**src/rtl/spi_dm_pkg.sv**
```systemverilog
package spi_dm_pkg;
    typedef enum logic [1:0] {
        S_IDLE,
        S_LEAD,
        S_XFER,
        S_POST
    } spi_dm_state_e;

    localparam int unsigned POST_SHIFT = 5;   // gap unit of 32 clocks
    localparam int unsigned STD_POST   = 17;  // standard trailing gap
    localparam int unsigned MIN_DIV    = 2;
endpackage

```
**src/rtl/spi_dm_timer.sv**
```systemverilog
module spi_dm_timer #(
    parameter int unsigned CNT_W = 13
) (
    input  logic             clk,
    input  logic             rst_n,
    input  logic             load,
    input  logic [CNT_W-1:0] load_val,
    output logic             expire
);
    logic [CNT_W-1:0] cnt;

    always_ff @(posedge clk or negedge rst_n) begin
        if (!rst_n) begin
            cnt <= '0;
        end else if (load) begin
            cnt <= load_val;
        end else if (cnt != '0) begin
            cnt <= cnt - 1'b1;
        end
    end

    assign expire = (cnt == CNT_W'(1));

    // a countdown never runs past zero: an expiring count reaches zero next
    p_expire_then_zero_r3: assert property (@(posedge clk) disable iff (!rst_n)
        (expire && !load) |=> (cnt == '0));
endmodule

```
**src/rtl/spi_dm_shift.sv**
```systemverilog
module spi_dm_shift #(
    parameter int unsigned DATA_W = 8
) (
    input  logic              clk,
    input  logic              rst_n,
    input  logic              load,
    input  logic [DATA_W-1:0] load_data,
    input  logic              rise,
    input  logic              fall,
    input  logic              miso,
    output logic              mosi_bit,
    output logic [DATA_W-1:0] rx
);
    logic [DATA_W-1:0] tx;

    always_ff @(posedge clk or negedge rst_n) begin
        if (!rst_n) begin
            tx <= '0;
            rx <= '0;
        end else begin
            if (load) begin
                tx <= load_data;
            end else if (fall) begin
                tx <= {tx[DATA_W-2:0], 1'b0};
            end
            if (rise) begin
                rx <= {rx[DATA_W-2:0], miso};
            end
        end
    end

    assign mosi_bit = tx[DATA_W-1];

    // edges of the serial clock never coincide
    p_rise_fall_excl_r6: assert property (@(posedge clk) disable iff (!rst_n)
        !(rise && fall));
endmodule

```
**src/rtl/spi_delay_master.sv**
```systemverilog
module spi_delay_master
    import spi_dm_pkg::*;
#(
    parameter int unsigned DATA_W = 8,
    parameter int unsigned DIV_W  = 8,
    parameter int unsigned LEAD_W = 7,
    parameter int unsigned POST_W = 8
) (
    input  logic              clk,
    input  logic              rst_n,
    input  logic              cmd_valid,
    output logic              cmd_ready,
    input  logic [DATA_W-1:0] cmd_data,
    input  logic              cmd_clk_dly_en,
    input  logic              cmd_post_dly_en,
    input  logic [DIV_W-1:0]  cfg_div,
    input  logic [LEAD_W-1:0] cfg_lead,
    input  logic [POST_W-1:0] cfg_post,
    output logic              sck,
    output logic              mosi,
    input  logic              miso,
    output logic              cs_n,
    output logic [DATA_W-1:0] rx_data,
    output logic              done
);
    localparam int unsigned CNT_W = POST_W + POST_SHIFT;
    localparam int unsigned BIT_W = $clog2(DATA_W);
    localparam logic [BIT_W-1:0] LAST_BIT = BIT_W'(DATA_W - 1);

    spi_dm_state_e    state, nxt;
    logic             tmr_load, tmr_exp;
    logic [CNT_W-1:0] tmr_val;
    logic [DIV_W-1:0] div_in, div_l;
    logic [CNT_W-1:0] lead_in, gap_in, gap_l;
    logic [BIT_W-1:0] bitcnt;
    logic             sck_q, done_q, accept, rise, fall, mosi_bit;

    assign accept  = (state == S_IDLE) && cmd_valid;
    assign div_in  = (cfg_div < DIV_W'(MIN_DIV)) ? DIV_W'(MIN_DIV) : cfg_div;
    assign lead_in = (cmd_clk_dly_en && cfg_lead != '0) ? CNT_W'(cfg_lead)
                                                        : CNT_W'(div_in);
    assign gap_in  = (cmd_post_dly_en && cfg_post != '0)
                   ? {cfg_post, {POST_SHIFT{1'b0}}} : CNT_W'(STD_POST);

    // state register
    always_ff @(posedge clk or negedge rst_n) begin
        if (!rst_n) state <= S_IDLE;
        else        state <= nxt;
    end

    // next state and timer reload
    always_comb begin
        nxt      = state;
        tmr_load = 1'b0;
        tmr_val  = CNT_W'(div_l);
        rise     = 1'b0;
        fall     = 1'b0;
        unique case (state)
            S_IDLE: if (cmd_valid) begin
                nxt      = S_LEAD;
                tmr_load = 1'b1;
                tmr_val  = lead_in;
            end
            S_LEAD: if (tmr_exp) begin
                nxt      = S_XFER;
                tmr_load = 1'b1;
                rise     = 1'b1;
            end
            S_XFER: if (tmr_exp) begin
                tmr_load = 1'b1;
                if (sck_q) begin
                    fall = 1'b1;
                end else if (bitcnt == LAST_BIT) begin
                    nxt     = S_POST;
                    tmr_val = gap_l;
                end else begin
                    rise = 1'b1;
                end
            end
            S_POST: if (tmr_exp) nxt = S_IDLE;
        endcase
    end

    // outputs and captured settings
    always_ff @(posedge clk or negedge rst_n) begin
        if (!rst_n) begin
            sck_q  <= 1'b0;
            done_q <= 1'b0;
            bitcnt <= '0;
            div_l  <= DIV_W'(MIN_DIV);
            gap_l  <= CNT_W'(STD_POST);
        end else begin
            done_q <= (state == S_POST) && tmr_exp;
            if (accept) begin
                div_l  <= div_in;
                gap_l  <= gap_in;
                bitcnt <= '0;
            end
            if (rise) begin
                sck_q <= 1'b1;
                if (state == S_XFER) bitcnt <= bitcnt + 1'b1;
            end else if (fall) begin
                sck_q <= 1'b0;
            end
        end
    end

    spi_dm_timer #(.CNT_W(CNT_W)) timer_i (
        .clk      (clk),
        .rst_n    (rst_n),
        .load     (tmr_load),
        .load_val (tmr_val),
        .expire   (tmr_exp)
    );

    spi_dm_shift #(.DATA_W(DATA_W)) shift_i (
        .clk       (clk),
        .rst_n     (rst_n),
        .load      (accept),
        .load_data (cmd_data),
        .rise      (rise),
        .fall      (fall),
        .miso      (miso),
        .mosi_bit  (mosi_bit),
        .rx        (rx_data)
    );

    assign cs_n      = !((state == S_LEAD) || (state == S_XFER));
    assign cmd_ready = (state == S_IDLE);
    assign sck       = sck_q;
    assign mosi      = cs_n ? 1'b0 : mosi_bit;
    assign done      = done_q;

    p_ready_cs_high_r2: assert property (@(posedge clk) disable iff (!rst_n)
        cmd_ready |-> cs_n);
    p_sck_needs_cs_r6: assert property (@(posedge clk) disable iff (!rst_n)
        sck |-> !cs_n);
    p_release_sck_low_r6: assert property (@(posedge clk) disable iff (!rst_n)
        $rose(cs_n) |-> !sck);
    p_done_single_r10: assert property (@(posedge clk) disable iff (!rst_n)
        done |=> !done);
    p_done_ready_r10: assert property (@(posedge clk) disable iff (!rst_n)
        done |-> cmd_ready);
endmodule

```
**config.mk**
```make
export PLATFORM = sky130hd
export DESIGN_NAME = spi_delay_master
export DESIGN_NICKNAME = d
export VERILOG_FILES = /design/src/rtl/spi_dm_pkg.sv /design/src/rtl/spi_dm_timer.sv /design/src/rtl/spi_dm_shift.sv /design/src/rtl/spi_delay_master.sv
export SDC_FILE = /design/constraint.sdc
export NUM_CORES = 1
export LEC_CHECK = 0
export BUFFER_PORTS_ARGS = -buffer_cell sky130_fd_sc_hd__buf_2
export CAP_MARGIN = 20
export CORE_MARGIN = 4
export CORE_UTILIZATION = 55
export DETAILED_ROUTE_END_ITERATION = 8
export MAX_ROUTING_LAYER = met4
export PLACE_DENSITY_LB_ADDON = 0.3
export SLEW_MARGIN = 20
export SYNTH_ARGS = -nofsm -noshare
export SYNTH_HDL_FRONTEND = slang
export SYNTH_SLANG_ARGS = --single-unit
```
**constraint.sdc**
```tcl
create_clock -name clk -period 2.9 [get_ports clk]
set_clock_uncertainty 0.2 [all_clocks]
set_input_delay 0.58 -clock clk [delete_from_list [all_inputs] [get_ports clk]]
set_output_delay 0.58 -clock clk [all_outputs]
set_load 0.005 [all_outputs]
```
==> results of run 1 <==
-- worst max-delay path by stage --
stage | depth (start not counted) | start | endpoint
2_1_floorplan | 7 | timer_i.cnt[0] | timer_i.cnt[10]
4_1_cts | 7 | state[0] | timer_i.cnt[2]
5_1_grt | 7 | timer_i.cnt[1] | timer_i.cnt[1]
3_3_place_gp | 7 | state[0] | timer_i.cnt[3]
3_5_place_dp | 7 | state[0] | timer_i.cnt[3]
6_report | 5 | timer_i.cnt[9] | timer_i.cnt[3]
-- flip-flops by register name (all words and copies together) (netlist names) --
name,flops
div_l,8
bitcnt,3
gap_l,9
done,1
sck,1
state,2
shift_i.tx,8
timer_i.cnt,13
shift_i.rx,8
-- through the flow --
| stage | std cells | hold slack [ns] |
|---|---|---|
| global route | 430 | 0.225 |
| global placement | 422 | 0.258 |
| finish | 430 | 0.174 |
| floorplan | 311 | 0.0844 |
| detailed placement | 422 | 0.265 |
| CTS | 430 | 0.211 |
-- report_power, final --
part	internal [mW]	switching, mW	leakage [nW]	total, mW
logic	0.0254	0.0378	0.871	0.0632
clock network	0.282	0.237	0.0585	0.519
registers	0.738	0	0.614	0.738
total	1.05	0.275	1.54	1.32
-- cell usage after synthesis, types with 6 or more instances --
library cell	count
dfrtp_1	51
nor4_1	6
or3_1	6
o21ai_0	20
nor2_1	12
nand2_1	60
mux2_2	8
inv_1	11
nor3_1	6
a21oi_1	7
ha_1	10
nand3_1	17
mux2i_1	12
clkbuf_1	8
a31oi_1	6
-- kinds of logic after synthesis --
family	after synthesis	synth area share
simple gates	139	0.246
compound gates	58	0.130
mux	20	0.0717
fa+ha+maj	10	0.0427
xor+xnor	8	0.0239
buf+inv	23	0.0320
flops	53	0.453
-- cell type report --
class / count / area, µm² / share of cell area
Clock buffer: 7 / 86.3 / 0.0257
Clock inverter: 1 / 30.0 / 0.00895
Inverter: 11 / 41.3 / 0.0123
Multi-Input combinational cell: 235 / 1510 / 0.449
Sequential cell: 53 / 1330 / 0.396
Tap cell: 70 / 87.6 / 0.0261
Timing Repair Buffer: 53 / 275 / 0.0820
-- layer usage --
layer  global-route usage  vias to the layer above  share of wire
li1                     -                     1211              -
met3               0.0421                       15          0.044
met1                0.294                     1167           0.46
met2                0.361                       62           0.47
met4               0.0811                        0          0.021
met5                    -                        -              0
-- worst register-to-register path: stages, from the launching register on --
cell and delay [ns]:
dfrtp_1 0.46, nor4_1 0.52, and4_1 0.35, a31o_2 0.46, nor3_1 0.13, a221o_1 0.27
==> metrics.cfg, run 1 <==
[sta]
rsz0062_at_grt = false
setup_viol = 0
max_clock_freq_ghz = 0.400
timing.final.crit_period_ns = 2.50
fin_crit_sh = 0.861
finalWorstSetupSlack_ns = 0.402
hold_viol = 0
slew_violations = 0
relSlewSlack = 0.508
worstMarginPinSlew_ns = 0.732
finalSetupTns_ns = 0

[pwr]
power_density_nw_per_um2 = 393
vdd_drop_max_uv = 314
power_leakage_nw = 1.54
p_total_mw = 1.32

[floorplanning]
initial_core_util = 0.570
rows = 26
ioPinCount = 50
die_h_um = 81.0
dieWidth_um = 81.0
die-area_um2 = 6560
coreArea_um2 = 5140

[final_layout]
antenna_cells = 0
fin_util = 0.653
fin_nets = 406
n_fill_cell = 462
drive_above_1_share = 0.231
mostFrequentLayoutCell = nand2_1
layout_common_cells = nand2_1, dfrtp_1, buf_2
area_growth_pct = 14.6
fin_area_um2 = 3360

[detailed_routing]
drt_iter0_drc = 135
via_count = 2455
drc_errors = 0
drt-vias-per-instance = 5.71
routed_wl_mm = 6.55
antenna_left = 0
wl_per_cell_um = 15.2
first_pass_iters = 4

[clocking]
clkSlewWorstSetupHoldPaths_ns = 0.10
cts_resized = 0
cts-root-buf = clkbuf_8
cts.path.max_buffers = 2
cts_buffers = 5
insertion_delay_ns = 0.31
postCtsHoldBufs = 0
clkSinkCount = 53
postCtsSetupBuffers = 0
cts_tree = done
h-tree-depth = 2

[setup_path]
cp-start-kind = flop
rrSetupSlack_ns = 0.40
worstReg2RegStart = timer_i.cnt[9]
r2r_end = timer_i.cnt[3]
arrival_ns = 2.49
worstPathRequired_ns = 2.90
cp-end-kind = flop
cpMaxStageDelayCell = nor4_1
critPathMaxStageDelay_ns = 0.52
critical_path_class = flop to flop
cp_top_family = simple AND/OR/NAND/NOR gates
cp_cell_sequence = nor4_1 > and4_1 > a31o_2 > nor3_1 > a221o_1
critPathBufInv = 0
crit_fanout = 24
ff2ff_path_depth = 5

[synth]
synth_area_um2 = 2930
synth.top_cell.area_share = 0.436
syn_area_per_cell_um2 = 9.42
synth_warnings = 0
synth_edf_count = 0
netlist-cell-type-count = 51
synth_ff_type = dfrtp_1
synth_area_leaders = dfrtp_1, nand2_1, ha_1
seq_area_frac_synth = 0.453
synth_seq_cells = 53
syn_nets = 358
syn_inst = 311
yosys.area.top_type = dfrtp_1
synthArstFlopShare = 1.00

[global_route]
grt_pass1_vias = 2458
grt_pass1_wl_mm = 11.1
grtUsageTotal = 0.228
antenna_found_initial = 0
grt_overflow = 0
grt_max_degree = 54

[placement]
gp_congestion = 0.907
post_dp_cell_area_um2 = 3240
io_buffers = 49
pre_cts_slack_ns = 0.462
place_hpwl_mm = 4.95

[min_path]
min_path_type = input pin to async pin

[job]
cap_violations = 0

[run_status]
status = finished, final reports clean

Power figures use the tool's default switching activity.
==> run 2: changes to the inputs <==
Settings changed: CORE_UTILIZATION 55 to 30.
==> metrics.cfg, run 2 (same netlist as run 1, synthesis figures left out) <==
[pwr]
vdd_drop_max_uv = 264  ; -16%
power_leakage_nw = 1.56  ; +1.3%
p_int_mw = 1.11  ; +6.0%
combinationalPowerShare = 0.046  ; -0.002
switching_share = 0.203  ; -0.00558
p_seq_frac = 0.532  ; -0.027
power_density_nw_per_um2 = 401  ; +2.0%
p_sw_mw = 0.281  ; +2.4%
p_total_mw = 1.39  ; +5.2%
p_clk_frac = 0.422  ; +0.029

[sta]
slew_violations = 0  ; unchanged
fin_crit_sh = 0.875  ; +0.0135
timing.final.crit_period_ns = 2.54  ; +0.0391 ns
rsz0062_at_grt = false
relSlewSlack = 0.609  ; +0.101
finalWorstSetupSlack_ns = 0.363  ; -0.0391 ns
setup_viol = 0  ; unchanged
worstMarginPinSlew_ns = 0.578  ; -0.153 ns
holdWs_ns = 0.0471  ; -0.126 ns
max_clock_freq_ghz = 0.394  ; -1.5%
hold_viol = 0  ; unchanged
finalSetupTns_ns = 0  ; unchanged

[floorplanning]
dieWidth_um = 107  ; +32%
coreArea_um2 = 9370  ; +82%
die_h_um = 107  ; +32%
rows = 35  ; +35%
die-area_um2 = 11400  ; +74%
initial_core_util = 0.313  ; -0.257
ioPinCount = 50  ; unchanged

[clocking]
cts_resized = 0  ; unchanged
cts_tree = done
postCtsSetupBuffers = 0  ; unchanged
clkSinkCount = 53  ; unchanged
clkSlewWorstSetupHoldPaths_ns = 0.10  ; about the same
cts-root-buf = clkbuf_8
cts.path.max_buffers = 2  ; unchanged
insertion_delay_ns = 0.30  ; about the same
postCtsHoldBufs = 0  ; unchanged
cts_buffers = 5  ; unchanged
h-tree-depth = 2  ; unchanged

[final_layout]
fin_area_um2 = 3460  ; +3.2%
regMostFlops = timer_i.cnt
n_fill_cell = 999  ; +120%
multiInputGateArea_um2 = 1510  ; unchanged
mostFrequentLayoutCell = nand2_1
fin_nets = 408  ; +0.49%
largest_register_ff_count = 13  ; unchanged
drive_above_1_share = 0.238  ; +0.00701
top_regs = timer_i.cnt x13, gap_l x9
layout_common_cells = nand2_1, dfrtp_1, buf_2
register_area_um2 = 1330  ; unchanged
area_growth_pct = 18.2
antenna_cells = 0  ; unchanged

[placement]
place_hpwl_mm = 5.42  ; +9.5%
pre_cts_slack_ns = 0.412  ; -0.0507 ns
gp_congestion = 0.852  ; -6.0%
post_dp_cell_area_um2 = 3330  ; +2.7%
io_buffers = 49  ; unchanged

[setup_path]
cp-end-kind = flop
worstPathRequired_ns = 2.94  ; +0.04 ns
cp-start-kind = flop
worstReg2RegStart = timer_i.cnt[0]
arrival_ns = 2.57  ; +0.08 ns
ff2ff_path_depth = 7  ; +2
critical_path_class = flop to flop
r2r_end = timer_i.cnt[1]
crit_fanout = 10  ; -58%
rrSetupSlack_ns = 0.36  ; -0.04 ns

[detailed_routing]
routed_wl_mm = 6.85  ; +4.6%
drc_errors = 0  ; unchanged
via_count = 2417  ; -1.5%
wl_per_cell_um = 13.9  ; -8.4%
drt_iter0_drc = 72  ; -47%
antenna_left = 0  ; unchanged
first_pass_iters = 4  ; unchanged
drt-vias-per-instance = 4.92  ; -14%

[job]
cap_violations = 0  ; unchanged

[run_status]
status = finished, final reports clean

[global_route]
grt_pass1_wl_mm = 11.6  ; +4.5%
grtUsageTotal = 0.127  ; -0.101
grt_pass1_vias = 2435  ; -0.94%
antenna_found_initial = 0  ; unchanged
grt_overflow = 0  ; unchanged
grt_max_degree = 25  ; -54%

[min_path]
min_path_type = input pin to async pin

[run 2: cell count changes in the layout (fill, tap and decap cells not counted)]
| cell | delta |
|---|---|
| bufinv_16 | +1 |
| buf_4 | +2 |
| clkbuf_1 | -1 |
| clkinv_2 | +1 |
| clkbuf_8 | -1 |
[run 2: worst max path at each step]
stage / startpoint / to / slack [ns]
floorplan: timer_i.cnt[0] / timer_i.cnt[10] / 0.65
global placement: state[0] / timer_i.cnt[3] / 0.46
detailed placement: timer_i.cnt[9] / timer_i.cnt[2] / 0.41
CTS: timer_i.cnt[0] / timer_i.cnt[1] / 0.39
global route: timer_i.cnt[0] / timer_i.cnt[4] / 0.18
finish: timer_i.cnt[0] / timer_i.cnt[1] / 0.36
[run 2: per-layer routing]
layer / global-route usage / up-vias / wire [µm] / share of wire
met4: 0.0338 / 0 / 122 / 0.018
li1: - / 1213 / - / -
met5: - / - / 0 / 0
met2: 0.199 / 48 / 3150 / 0.46
met1: 0.172 / 1144 / 3350 / 0.49
met3: 0.0205 / 12 / 217 / 0.032
[run 2: final cells by class]
| class | instances | share of cell area |
|---|---|---|
| tap | 129 | 0.0466 |
| inverter | 11 | 0.0119 |
| clock buffer | 5 | 0.0199 |
| multi-input combinational | 235 | 0.435 |
| timing repair buffer | 55 | 0.0838 |
| clock inverter | 3 | 0.0188 |
| sequential | 53 | 0.384 |
[run 2: power by group through the flow]
stage / combinational [mW] / clock (mW) / sequential (mW)
floorplan: 0.0148 / 0 / 0.753
global placement: 0.0650 / 0 / 0.753
detailed placement: 0.0657 / 0 / 0.753
CTS: 0.0659 / 0.604 / 0.739
global route: 0.0733 / 0.639 / 0.739
finish: 0.0642 / 0.586 / 0.739
[run 2: stage by stage]
| stage | util | cells |
|---|---|---|
| 4_1_cts | 0.370 | 491 |
| 3_5_place_dp | 0.355 | 483 |
| 2_1_floorplan | - | 311 |
| 6_report | 0.370 | 491 |
| 3_3_place_gp | 0.355 | 483 |
| 5_1_grt | 0.370 | 491 |
[run 2: critical path, stage by stage, from the launching register on]
cell and delay (ns):
dfrtp_1 0.45, inv_1 0.10, ha_1 0.16, nor4b_1 0.49
and4_1 0.55, nor2b_1 0.09, a211oi_1 0.28, a221o_1 0.15
==> run 3: changes to the inputs <==
Clock period 2.9 ns to 2.57 ns, I/O delays scaled along.
==> metrics.cfg, run 3 (same netlist as run 1, synthesis figures left out) <==
[final_layout]
area_growth_pct = 19.3
regMostFlops = timer_i.cnt
fin_nets = 414  ; +1.5%
top_regs = timer_i.cnt x13, gap_l x9
antenna_cells = 0  ; unchanged
layout_common_cells = nand2_1, dfrtp_1, buf_2
n_fill_cell = 991  ; -0.80%
largest_register_ff_count = 13  ; unchanged
drive_above_1_share = 0.253  ; +0.0151
multiInputGateArea_um2 = 1510  ; about the same
fin_cells = 497  ; +1.2%
register_area_um2 = 1330  ; unchanged
mostFrequentLayoutCell = nand2_1

[detailed_routing]
drt-vias-per-instance = 5.04  ; +2.5%
via_count = 2507  ; +3.7%
drc_errors = 0  ; unchanged
first_pass_iters = 4  ; unchanged
drt_iter0_drc = 129  ; +79%
wl_per_cell_um = 14.1  ; +1.1%
antenna_left = 0  ; unchanged
routed_wl_mm = 7.01  ; +2.4%

[setup_path]
worstPathRequired_ns = 2.57  ; -0.37 ns
rrSetupSlack_ns = 0.1  ; -0.26 ns
worstReg2RegStart = state[0]
cp_top_family = compound AO/OA/AOI/OAI gates
cpMaxStageDelayCell = dfrtp_1
crit_fanout = 7  ; -3
critPathBufInv = 1  ; unchanged
r2r_end = timer_i.cnt[2]
crit_start = state[0]
cp_cell_sequence = inv_1 > ha_1 > nor2_1 > nand3b_1 > a211o_1 > and2_1 > a221o_1
cp-start-kind = flop
ff2ff_path_depth = 7  ; unchanged
worstSetupEndpoint = timer_i.cnt[2]
critPathMaxStageDelay_ns = 0.44  ; -0.11 ns
cp_num_cells = 7  ; unchanged
critical_path_class = flop to flop
arrival_ns = 2.47  ; -0.10 ns
cp-end-kind = flop

[placement]
gp_congestion = 0.824  ; -3.3%
pre_cts_slack_ns = 0.141  ; -0.271 ns
io_buffers = 49  ; unchanged
place_hpwl_mm = 5.44  ; +0.42%
dp.cells = 489  ; +1.2%

[floorplanning]
coreArea_um2 = 9370  ; unchanged
die-area_um2 = 11400  ; unchanged
initial_core_util = 0.313  ; unchanged
dieWidth_um = 107  ; unchanged
ioPinCount = 50  ; unchanged
die_h_um = 107  ; unchanged
rows = 35  ; unchanged

[global_route]
grt_max_degree = 54  ; +120%
grtUsageTotal = 0.132  ; +0.00525
grt_pass1_wl_mm = 11.9  ; +3.0%
grt_pass1_vias = 2509  ; +3.0%
antenna_found_initial = 0  ; unchanged
grt_overflow = 0  ; unchanged

[job]
cap_violations = 0  ; unchanged

[clocking]
h-tree-depth = 2  ; unchanged
cts.path.max_buffers = 2  ; unchanged
clkSlewWorstSetupHoldPaths_ns = 0.10  ; about the same
postCtsSetupBuffers = 0  ; unchanged
insertion_delay_ns = 0.31  ; about the same
cts_tree = done
cts-root-buf = clkbuf_8
cts_resized = 0  ; unchanged
postCtsHoldBufs = 0  ; unchanged
clkSinkCount = 53  ; unchanged
cts_buffers = 5  ; unchanged

[sta]
rsz0062_at_grt = false
fin_crit_sh = 0.961  ; +0.0867
holdWs_ns = 0.110  ; +0.0628 ns
hold_viol = 0  ; unchanged
finalSetupTns_ns = 0  ; unchanged
finalWorstSetupSlack_ns = 0.0990  ; -0.264 ns
relSlewSlack = 0.542  ; -0.0665
worstMarginPinSlew_ns = 0.686  ; +0.108 ns
setup_viol = 0  ; unchanged
max_clock_freq_ghz = 0.405  ; +2.7%
slew_violations = 0  ; unchanged
timing.final.crit_period_ns = 2.47  ; -0.0659 ns

[pwr]
power_density_nw_per_um2 = 431  ; +7.5%
p_total_mw = 1.51  ; +8.5%
power_leakage_nw = 1.59  ; +1.5%
vdd_drop_max_uv = 252  ; -4.3%

[run_status]
status = finished, final reports clean

[min_path]
min_path_type = input pin to async pin

[run 3: cell count changes in the layout (fill, tap and decap cells not counted), sizes merged]
cell	previous run	this run
bufinv	2	1
clkinv	1	0
buf	55	61
clkinvlp	0	1
clkbuf	5	6
[run 3: final cells by class]
cell class	count	area share
Clock buffer	6	0.0236
Tap cell	129	0.0462
Clock inverter	2	0.0107
Timing Repair Buffer	61	0.0959
Sequential cell	53	0.380
Multi-Input combinational cell	235	0.432
Inverter	11	0.0118
[run 3: worst min-delay path by stage]
stage	start	to	slack, ns
2_1_floorplan	rst_n	bitcnt[0]	0.02
3_3_place_gp	gap_l[5]	gap_l[5]	0.26
3_5_place_dp	gap_l[12]	gap_l[12]	0.26
4_1_cts	rst_n	gap_l[6]	0.15
5_1_grt	rst_n	div_l[5]	0.18
6_report	rst_n	div_l[6]	0.11
[run 3: per-layer routing]
metal / GRT usage / share of wire
met1: 0.180 / 0.50
met3: 0.0163 / 0.036
met4: 0.0301 / 0.0093
met2: 0.212 / 0.46
met5: - / 0
[run 3: worst reg2reg max path, delay by kind of cell (launching register included)]
kind                     cells  cell delay, ns
flip-flops                   1            0.44
adder cells (fa/ha/maj)      1            0.35
buffers and inverters        1            0.12
AO/OA/AOI/OAI                2            0.70
AND/OR/NAND/NOR              3            0.55
[run 3: report_power, final]
| group | switching (mW) | internal [mW] | leakage, nW |
|---|---|---|---|
| sequential | 0 | 0.833 | 0.614 |
| clock | 0.285 | 0.317 | 0.0574 |
| combinational | 0.0430 | 0.0287 | 0.914 |
| total | 0.328 | 1.18 | 1.59 |
[run 3: metrics by stage]
| step | cell area (µm²) | util |
|---|---|---|
| final | 3500 | 0.373 |
| after global routing | 3500 | 0.373 |
| after CTS | 3490 | 0.373 |
| after detailed placement | 3370 | 0.360 |
| after global placement | 3370 | 0.360 |
| after floorplan | 2930 | - |
